<file path="src/rtl/cyc_irq_pkg.sv">
`timescale 1ns/1ps
package cyc_irq_pkg;
  localparam int unsigned SLOT_W = 3;   // A14..A12
  localparam int unsigned NIB_N  = 4;   // counter nibbles, slots 0..3

  typedef enum logic [SLOT_W-1:0] {
    SLOT_NIB0  = 3'd0,
    SLOT_NIB1  = 3'd1,
    SLOT_NIB2  = 3'd2,
    SLOT_NIB3  = 3'd3,
    SLOT_ARM   = 3'd4,
    SLOT_ACK   = 3'd5,
    SLOT_SPARE6 = 3'd6,
    SLOT_SPARE7 = 3'd7
  } slot_e;
endpackage

</file>
<file path="src/rtl/cyc_irq_bus_dec.sv">
`timescale 1ns/1ps
module cyc_irq_bus_dec
  import cyc_irq_pkg::*;
(
  input  logic                 clk_i,
  input  logic                 rst_ni,
  input  logic                 m2_i,
  input  logic                 romsel_ni,
  input  logic                 rw_i,
  input  logic [SLOT_W-1:0]    addr_hi_i,
  output logic                 tick_o,
  output logic [NIB_N-1:0]     nib_ld_o,
  output logic                 arm_wr_o,
  output logic                 ack_o
);
  logic  m2_q;
  logic  wr;
  slot_e slot;

  always_ff @(posedge clk_i or negedge rst_ni) begin
    if (!rst_ni) m2_q <= 1'b0;
    else         m2_q <= m2_i;
  end

  // end of CPU cycle
  assign tick_o = m2_q & ~m2_i;
  assign wr     = tick_o & ~romsel_ni & ~rw_i;
  assign slot   = slot_e'(addr_hi_i);

  for (genvar g = 0; g < NIB_N; g++) begin : g_ld
    assign nib_ld_o[g] = wr && (slot == slot_e'(g));
  end

  assign arm_wr_o = wr && (slot == SLOT_ARM);
  assign ack_o    = wr && (slot == SLOT_ACK);
endmodule

</file>
<file path="src/rtl/cyc_irq_count.sv">
`timescale 1ns/1ps
module cyc_irq_count
  import cyc_irq_pkg::*;
#(
  parameter int unsigned CNT_W = 16,
  localparam int unsigned NIB_W = CNT_W / NIB_N
) (
  input  logic              clk_i,
  input  logic              rst_ni,
  input  logic              tick_i,
  input  logic [NIB_N-1:0]  nib_ld_i,
  input  logic [NIB_W-1:0]  dat_i,
  output logic [CNT_W-1:0]  cnt_o,
  output logic              wrap_o
);
  logic [NIB_W-1:0] nib_q [NIB_N];
  logic [CNT_W-1:0] cnt_nxt;
  logic             step;

  for (genvar g = 0; g < NIB_N; g++) begin : g_pack
    assign cnt_o[g*NIB_W +: NIB_W] = nib_q[g];
  end

  // a load cycle freezes stepping
  assign step    = tick_i & ~|nib_ld_i;
  assign cnt_nxt = cnt_o + CNT_W'(1);
  assign wrap_o  = step & (&cnt_o);

  for (genvar g = 0; g < NIB_N; g++) begin : g_nib
    always_ff @(posedge clk_i or negedge rst_ni) begin
      if (!rst_ni)          nib_q[g] <= '0;
      else if (nib_ld_i[g]) nib_q[g] <= dat_i;
      else if (step)        nib_q[g] <= cnt_nxt[g*NIB_W +: NIB_W];
    end
  end
endmodule

</file>
<file path="src/rtl/cyc_irq_flag.sv">
`timescale 1ns/1ps
module cyc_irq_flag #(
  parameter int unsigned DAT_W  = 4,
  parameter int unsigned ARM_BIT = 1
) (
  input  logic             clk_i,
  input  logic             rst_ni,
  input  logic             wrap_i,
  input  logic             arm_wr_i,
  input  logic             ack_i,
  input  logic [DAT_W-1:0] dat_i,
  output logic             arm_o,
  output logic             pend_o
);
  logic fire;

  assign fire = wrap_i & arm_o;

  always_ff @(posedge clk_i or negedge rst_ni) begin
    if (!rst_ni) begin
      arm_o  <= 1'b0;
      pend_o <= 1'b0;
    end else begin
      // explicit arm write outranks self-disarm
      if (arm_wr_i)  arm_o <= dat_i[ARM_BIT];
      else if (fire) arm_o <= 1'b0;
      // a new event outranks acknowledge
      if (fire)       pend_o <= 1'b1;
      else if (ack_i) pend_o <= 1'b0;
    end
  end
endmodule

</file>
<file path="src/rtl/cyc_irq_timer.sv">
`timescale 1ns/1ps
module cyc_irq_timer
  import cyc_irq_pkg::*;
#(
  parameter int unsigned CNT_W   = 16,
  parameter int unsigned ARM_BIT = 1,
  localparam int unsigned NIB_W  = CNT_W / NIB_N
) (
  input  logic              clk_i,
  input  logic              rst_ni,
  input  logic              m2_i,
  input  logic              romsel_ni,
  input  logic              rw_i,
  input  logic [SLOT_W-1:0] addr_hi_i,
  input  logic [NIB_W-1:0]  dat_i,
  output logic              irq_no
);
  logic             tick;
  logic [NIB_N-1:0] nib_ld;
  logic             arm_wr;
  logic             ack;
  logic [CNT_W-1:0] cnt;
  logic             wrap;
  logic             arm;
  logic             pend;

  cyc_irq_bus_dec u_dec (
    .clk_i     (clk_i),
    .rst_ni    (rst_ni),
    .m2_i      (m2_i),
    .romsel_ni (romsel_ni),
    .rw_i      (rw_i),
    .addr_hi_i (addr_hi_i),
    .tick_o    (tick),
    .nib_ld_o  (nib_ld),
    .arm_wr_o  (arm_wr),
    .ack_o     (ack)
  );

  cyc_irq_count #(.CNT_W(CNT_W)) u_cnt (
    .clk_i    (clk_i),
    .rst_ni   (rst_ni),
    .tick_i   (tick),
    .nib_ld_i (nib_ld),
    .dat_i    (dat_i),
    .cnt_o    (cnt),
    .wrap_o   (wrap)
  );

  cyc_irq_flag #(.DAT_W(NIB_W), .ARM_BIT(ARM_BIT)) u_flag (
    .clk_i    (clk_i),
    .rst_ni   (rst_ni),
    .wrap_i   (wrap),
    .arm_wr_i (arm_wr),
    .ack_i    (ack),
    .dat_i    (dat_i),
    .arm_o    (arm),
    .pend_o   (pend)
  );

  assign irq_no = ~pend;
endmodule

</file>
<file path="config.mk">
export PLATFORM = sky130hd
export DESIGN_NAME = cyc_irq_timer
export DESIGN_NICKNAME = d
export VERILOG_FILES = /design/src/rtl/cyc_irq_pkg.sv /design/src/rtl/cyc_irq_bus_dec.sv /design/src/rtl/cyc_irq_count.sv /design/src/rtl/cyc_irq_flag.sv /design/src/rtl/cyc_irq_timer.sv
export SDC_FILE = /design/constraint.sdc
export NUM_CORES = 1
export LEC_CHECK = 0
export BUFFER_PORTS_ARGS = -buffer_cell sky130_fd_sc_hd__clkbuf_2
export CAP_MARGIN = 20
export CORE_MARGIN = 2
export CORE_UTILIZATION = 50
export CTS_BUF_LIST = sky130_fd_sc_hd__clkbuf_8
export DETAILED_ROUTE_END_ITERATION = 6
export PLACE_DENSITY = 0.77
export SLEW_MARGIN = 20
export SYNTH_ARGS = -nofsm -noshare
export SYNTH_HDL_FRONTEND = slang
export SYNTH_SLANG_ARGS = --single-unit
</file>
<file path="constraint.sdc">
create_clock -name clk_i -period 2.29 [get_ports clk_i]
set_clock_uncertainty 0.15 [all_clocks]
set_input_delay 0 -clock clk_i [delete_from_list [all_inputs] [get_ports clk_i]]
set_output_delay 0 -clock clk_i [all_outputs]
set_load 0.02 [all_outputs]
</file>
== Yosys cells after proc, flatten, opt, wreduce, memory -nomap -nowiden ==
Index checks and enable logic that the tools add are counted.

* Register bits: 19
* Input bits: 12

* Eq/ne operators: 5
* Add/sub/neg operators: 1
* Reduce and logical (&&, ||, !) cells: 16
* Muxes and demuxes: 12
* Bitwise gates (word level): 10

{| class="wikitable"
|+ Operator list
! cell !! count
|-
| $mux W4 || 8
|-
| $add A16 B1 Y16 const B || 1
|-
| $reduce_and A16 Y1 || 1
|-
| $reduce_bool A2 Y1 || 6
|-
| $and A1 B1 Y1 || 6
|-
| $eq A3 B2 Y1 const B || 2
|-
| $eq A3 B3 Y1 const B || 2
|-
| $logic_and A1 B1 Y1 || 6
|-
| $mux W1 || 4
|-
| $not A1 Y1 || 4
|-
| $reduce_or A4 Y1 || 1
|-
| $eq A3 B1 Y1 const B || 1
|-
| $logic_not A3 Y1 || 1
|-
| $logic_not A1 Y1 || 1
|}

== Logic depth before layout (Yosys ltp) ==
* Word-level depth: 12
* Depth in mapped cells: 5

== Modules after synthesis ==
Synthesis repeated with hierarchy kept, for this count alone.

* Cells, all modules: 128
* Area total of the unflattened synthesis: 1256.2 um^2

{| class="wikitable"
|+ By module, submodules not included
! module !! sequential area each (um^2) !! cells each !! area each (um^2) !! times used
|-
| cyc_irq_count || 400.4 || 108 || 1061.0 || 1
|-
| cyc_irq_bus_dec || 25.0 || 11 || 110.1 || 1
|-
| cyc_irq_flag || 50.0 || 8 || 81.3 || 1
|-
| cyc_irq_timer || 0.0 || 1 || 3.8 || 1
|}

== Worst setup path after synthesis ==
Ideal clock, no wire load.

* Kind: reg2reg
* Start: register u_dec.m2_q
* End: register u_cnt.nib_q (netlist bit u_cnt.cnt_o[15])
* Cell stages (with the launch flop): 6
* Arrival time: 1688 ps
* Library setup time: 70 ps
* Path slack: 383 ps
* Clock period less this slack: 1907 ps
* Required time: 2070 ps
* Cell sequence: dfrtp_1 -> or2b_1 -> or3_4 -> buf_6 -> or4_1 -> nand3_1

* Word-level cells in the longest chain between the ends: 8

{| class="wikitable"
|+ Ends and longest elaborated chain
! item !! line !! text
|-
| start, declared || cyc_irq_bus_dec.sv:16 || <nowiki>logic m2_q;</nowiki>
|-
| start signal, assigned || cyc_irq_bus_dec.sv:22 || <nowiki>else m2_q <= m2_i;</nowiki>
|-
| $and A1 B1 Y1 * || cyc_irq_bus_dec.sv:26 || <nowiki>assign tick_o = m2_q & ~m2_i;</nowiki>
|-
| $and A1 B1 Y1 (2 in series) || cyc_irq_bus_dec.sv:27 || <nowiki>assign wr = tick_o & ~romsel_ni & ~rw_i;</nowiki>
|-
| $logic_and A1 B1 Y1 || cyc_irq_bus_dec.sv:31 || <nowiki>assign nib_ld_o[g] = wr && (slot == slot_e'(g));</nowiki>
|-
| $reduce_or A4 Y1 || cyc_irq_count.sv:25 || <nowiki>assign step = tick_i & ~|nib_ld_i;</nowiki>
|-
| $logic_not A1 Y1 || cyc_irq_count.sv:25 ||
|-
| $and A1 B1 Y1 || cyc_irq_count.sv:25 ||
|-
| $reduce_bool A2 Y1 (no line) || - ||
|-
| end signal, assigned by index || cyc_irq_count.sv:32 || <nowiki>else if (nib_ld_i[g]) nib_q[g] <= dat_i;</nowiki>
|-
| end signal, assigned by index || cyc_irq_count.sv:33 || <nowiki>else if (step) nib_q[g] <= cnt_nxt[g*NIB_W +: NIB_W];</nowiki>
|-
| end, declared || cyc_irq_count.sv:16 || <nowiki>logic [NIB_W-1:0] nib_q [NIB_N];</nowiki>
|}

Mark *: on every way between the ends. The rest lies on a longest branch, timed or not.
A chain may end at the register's enable or synchronous reset.

== Worst setup path after layout ==
* Start: input m2_i
* End: register u_cnt.nib_q (netlist bit u_cnt.cnt_o[4])

* Word-level cells in the longest chain between the ends: 9

{| class="wikitable"
|+ Ends and longest elaborated chain
! item !! line !! text
|-
| start, declared || cyc_irq_timer.sv:11 || <nowiki>input logic m2_i,</nowiki>
|-
| $not A1 Y1 * || cyc_irq_bus_dec.sv:26 ||
|-
| $and A1 B1 Y1 * || cyc_irq_bus_dec.sv:26 ||
|-
| $and A1 B1 Y1 (2 in series) || cyc_irq_bus_dec.sv:27 ||
|-
| $logic_and A1 B1 Y1 || cyc_irq_bus_dec.sv:31 ||
|-
| $reduce_or A4 Y1 || cyc_irq_count.sv:25 ||
|-
| $logic_not A1 Y1 || cyc_irq_count.sv:25 ||
|-
| $and A1 B1 Y1 || cyc_irq_count.sv:25 ||
|-
| $reduce_bool A2 Y1 (no line) || - ||
|}

Marked as above.

==> results.md <==
- Status: finished clean
- Worst skew pair latency: 0.26 ns
- Layout cells sized above 1: 18.4%
- P_sw: 0.272 mW
- Initial detailed-routing violation count: 35
- Hold buffers post-CTS: 7
- Fin worst setup slack: 0.113 ns
- Area delta synth->final: 16.4%
- Final min period: 2.18 ns
- Setup violators final: 0
- Final count of hold timing violations: 0
- Final Cycle Share: 95.0%
- Count of cell types in the netlist: 47
- Post-synthesis net count: 138
- Mapped cell area: 1230 µm²
- CP Launch Type: input port
- Clock Path Buffers: 2
- Post-synthesis register bit count: 19
- CTS tree: done
- Max Cap Viol: 0
- Leading area contributor after synthesis: dfrtp_1
- Gpl congestion: 0.803
- EDFF count, synth: 0
- Leak pwr: 0.580 nW
- Reg clk slew, reported paths: 0.07 ns
- Pins Over Slew Limit: 0
- Initial core utilization: 54.2%
- First-pass GRT wire length: 4.82 mm
- Slew margin rel.: 67.5%
- Commonest non-fill, non-tap cell in the layout: dfrtp_1
- Min-Delay Path Depth: 4
- Total wire length: 2.84 mm
- Register area share after synthesis: 38.5%
- R2R cell count: 4
- PwrDens: 614 nW/µm²
- Slew @ Worst Pin: 0.481 ns
- CTS-repair resized insts: 0
- Total track usage: 23.4%
- Largest net degree at the start of global routing: 20
- Boundary pin count: 13
- Initial DRT Pass Iterations: 4
- Critical-path maximum fanout: 8
- Num CTS Buffers: 3
- Comb power frac: 20.7%
- CTS root buf: clkbuf_8
- WS Path Type: input port to register
- Post-CTS Setup Bufs: 0
- Setup WS pre-CTS: 0.232 ns
- Area of the core: 2280 µm²
- Routed Antenna Nets: 0
- CP endpoint kind: register
- Vias: 1107
- Most frequent cells in the layout: 19 x dfrtp_1, 12 x clkbuf_2, 11 x nand3_1, 11 x nand2_1
- Max Fclk: 459 MHz
- Post-synthesis async set-or-reset flop share: 100%
- H-tree depth reported by CTS: 1
- Synth top area cells: dfrtp_1 39%, a221o_1 4.9%, nand3_1 4.5%
- Synth top area share: 38.5%
- WP data arrival: 2.17 ns
- Hold crit path type: input port to register
- Clock share of power: 26.4%
- Number of global-route vias before repair: 1074
- RSZ-0062 raised after global routing: false
- Vias/cell: 6.33
- Ys flop type: dfrtp_1
- Post-DP HPWL: 2.08 mm
- Finished Core Util: 63.1%
- # port buffers: 12
- VDD IR max: 0.000572 V
- Antenna violations before repair: 0
- DRC: 0
- Int Pwr: 0.610 mW
- Clk sinks: 19
- Die Ht: 53.7 µm
- Critical path required time: 2.28 ns
- Wire length per cell: 16.2 µm
- Net switching fraction of the power: 30.9%
- Sequential share of power: 52.9%
- ANT cells: 0
- GRT overflow: 0
- Synthesized instance count: 125
- Die Area: 2880 µm²
- Final Net Count: 161
- Setup slack, reg-to-reg: 0.20 ns
- Fin Setup TNS: 0 ns
- Ys Warns: 0
- Mean Syn Cell Area: 9.87 µm²
- Site Rows: 17
- Die Wd: 53.7 µm
-- power groups by stage --
| stage | logic [mW] | registers [mW] | clock network (mW) |
|---|---|---|---|
| 4_1_cts | 0.184 | 0.464 | 0.236 |
| 6_report | 0.183 | 0.467 | 0.233 |
| 3_5_place_dp | 0.176 | 0.468 | 0 |
| 5_1_grt | 0.205 | 0.478 | 0.247 |
| 3_3_place_gp | 0.168 | 0.465 | 0 |
| 2_1_floorplan | 0.123 | 0.451 | 0 |
-- stage by stage --
stage               hold slack [ns]  power (mW)  cells  area, µm²
finish                      0.00425       0.883    175       1440
global placement             -0.179       0.633    164       1320
CTS                         0.00742       0.884    175       1440
global route                 0.0654       0.930    175       1440
floorplan                    -0.446       0.574    125       1230
detailed placement           -0.168       0.643    164       1320
-- registers in the layout, indices dropped and copies added, names as in the netlist --
name / flops
u_dec.m2_q: 1
u_flag.arm_o: 1
u_flag.pend_o: 1
u_cnt.cnt_o: 16
-- final timing paths --
path,start,to
worst min-delay path,addr_hi_i[1],u_flag.arm_o
worst max register to register,u_dec.m2_q,u_cnt.cnt_o[4]
worst max-delay path,m2_i,u_cnt.cnt_o[4]
max in group asynchronous,rst_ni,u_cnt.cnt_o[3]
worst min register to register,u_flag.arm_o,u_flag.pend_o
min in group asynchronous,rst_ni,u_cnt.cnt_o[11]
-- cell families after synthesis --
kind of cell,Yosys count,synth area share [%]
buffers and inverters,8,3.04
and+or+nand+nor,62,33.5
DFF,19,38.5
muxes,5,4.26
adders and majority gates,1,1.01
xor gates and xnor gates,1,0.710
AOI/OAI and AO/OA,29,19.0
-- Yosys cell counts, types with 2 or more instances --
cell type,n
nor3b_1,2
a31oi_1,2
nor3_1,5
and4_1,2
inv_1,6
and2_1,2
nand3_1,11
mux2i_1,3
dfrtp_1,19
o21ai_0,4
o311ai_0,3
a221o_1,6
and3_1,2
nand2_1,11
nand4_1,4
nor4b_1,2
o31ai_1,3
nor2_1,4
or4_1,5
mux2_2,2
-- layout make-up --
type                       instances  area (µm²)
inverter                           6        22.5
clock buffer                       3        41.3
clock inverter                     1        3.75
tap                               28        35.0
timing repair buffer              20         138
sequential                        19         475
fill                             176         840
multi-input combinational         98         721
-- layer usage --
metal	GRT usage (%)	up-vias	share of wire (%)
met5	0	-	0
met4	10.7	0	1.6
met3	3.89	5	5.4
met2	38.0	34	47
met1	30.2	524	46
li1	-	544	-
-- critical path, stage by stage --
cell and delay [ns]:
dlygate4sd3_1 0.53, clkbuf_2 0.14, or4b_4 0.59, nor4b_4 0.44, o21ai_0 0.13, a221o_1 0.32
No activity file was read; power rests on OpenSTA's default activity.
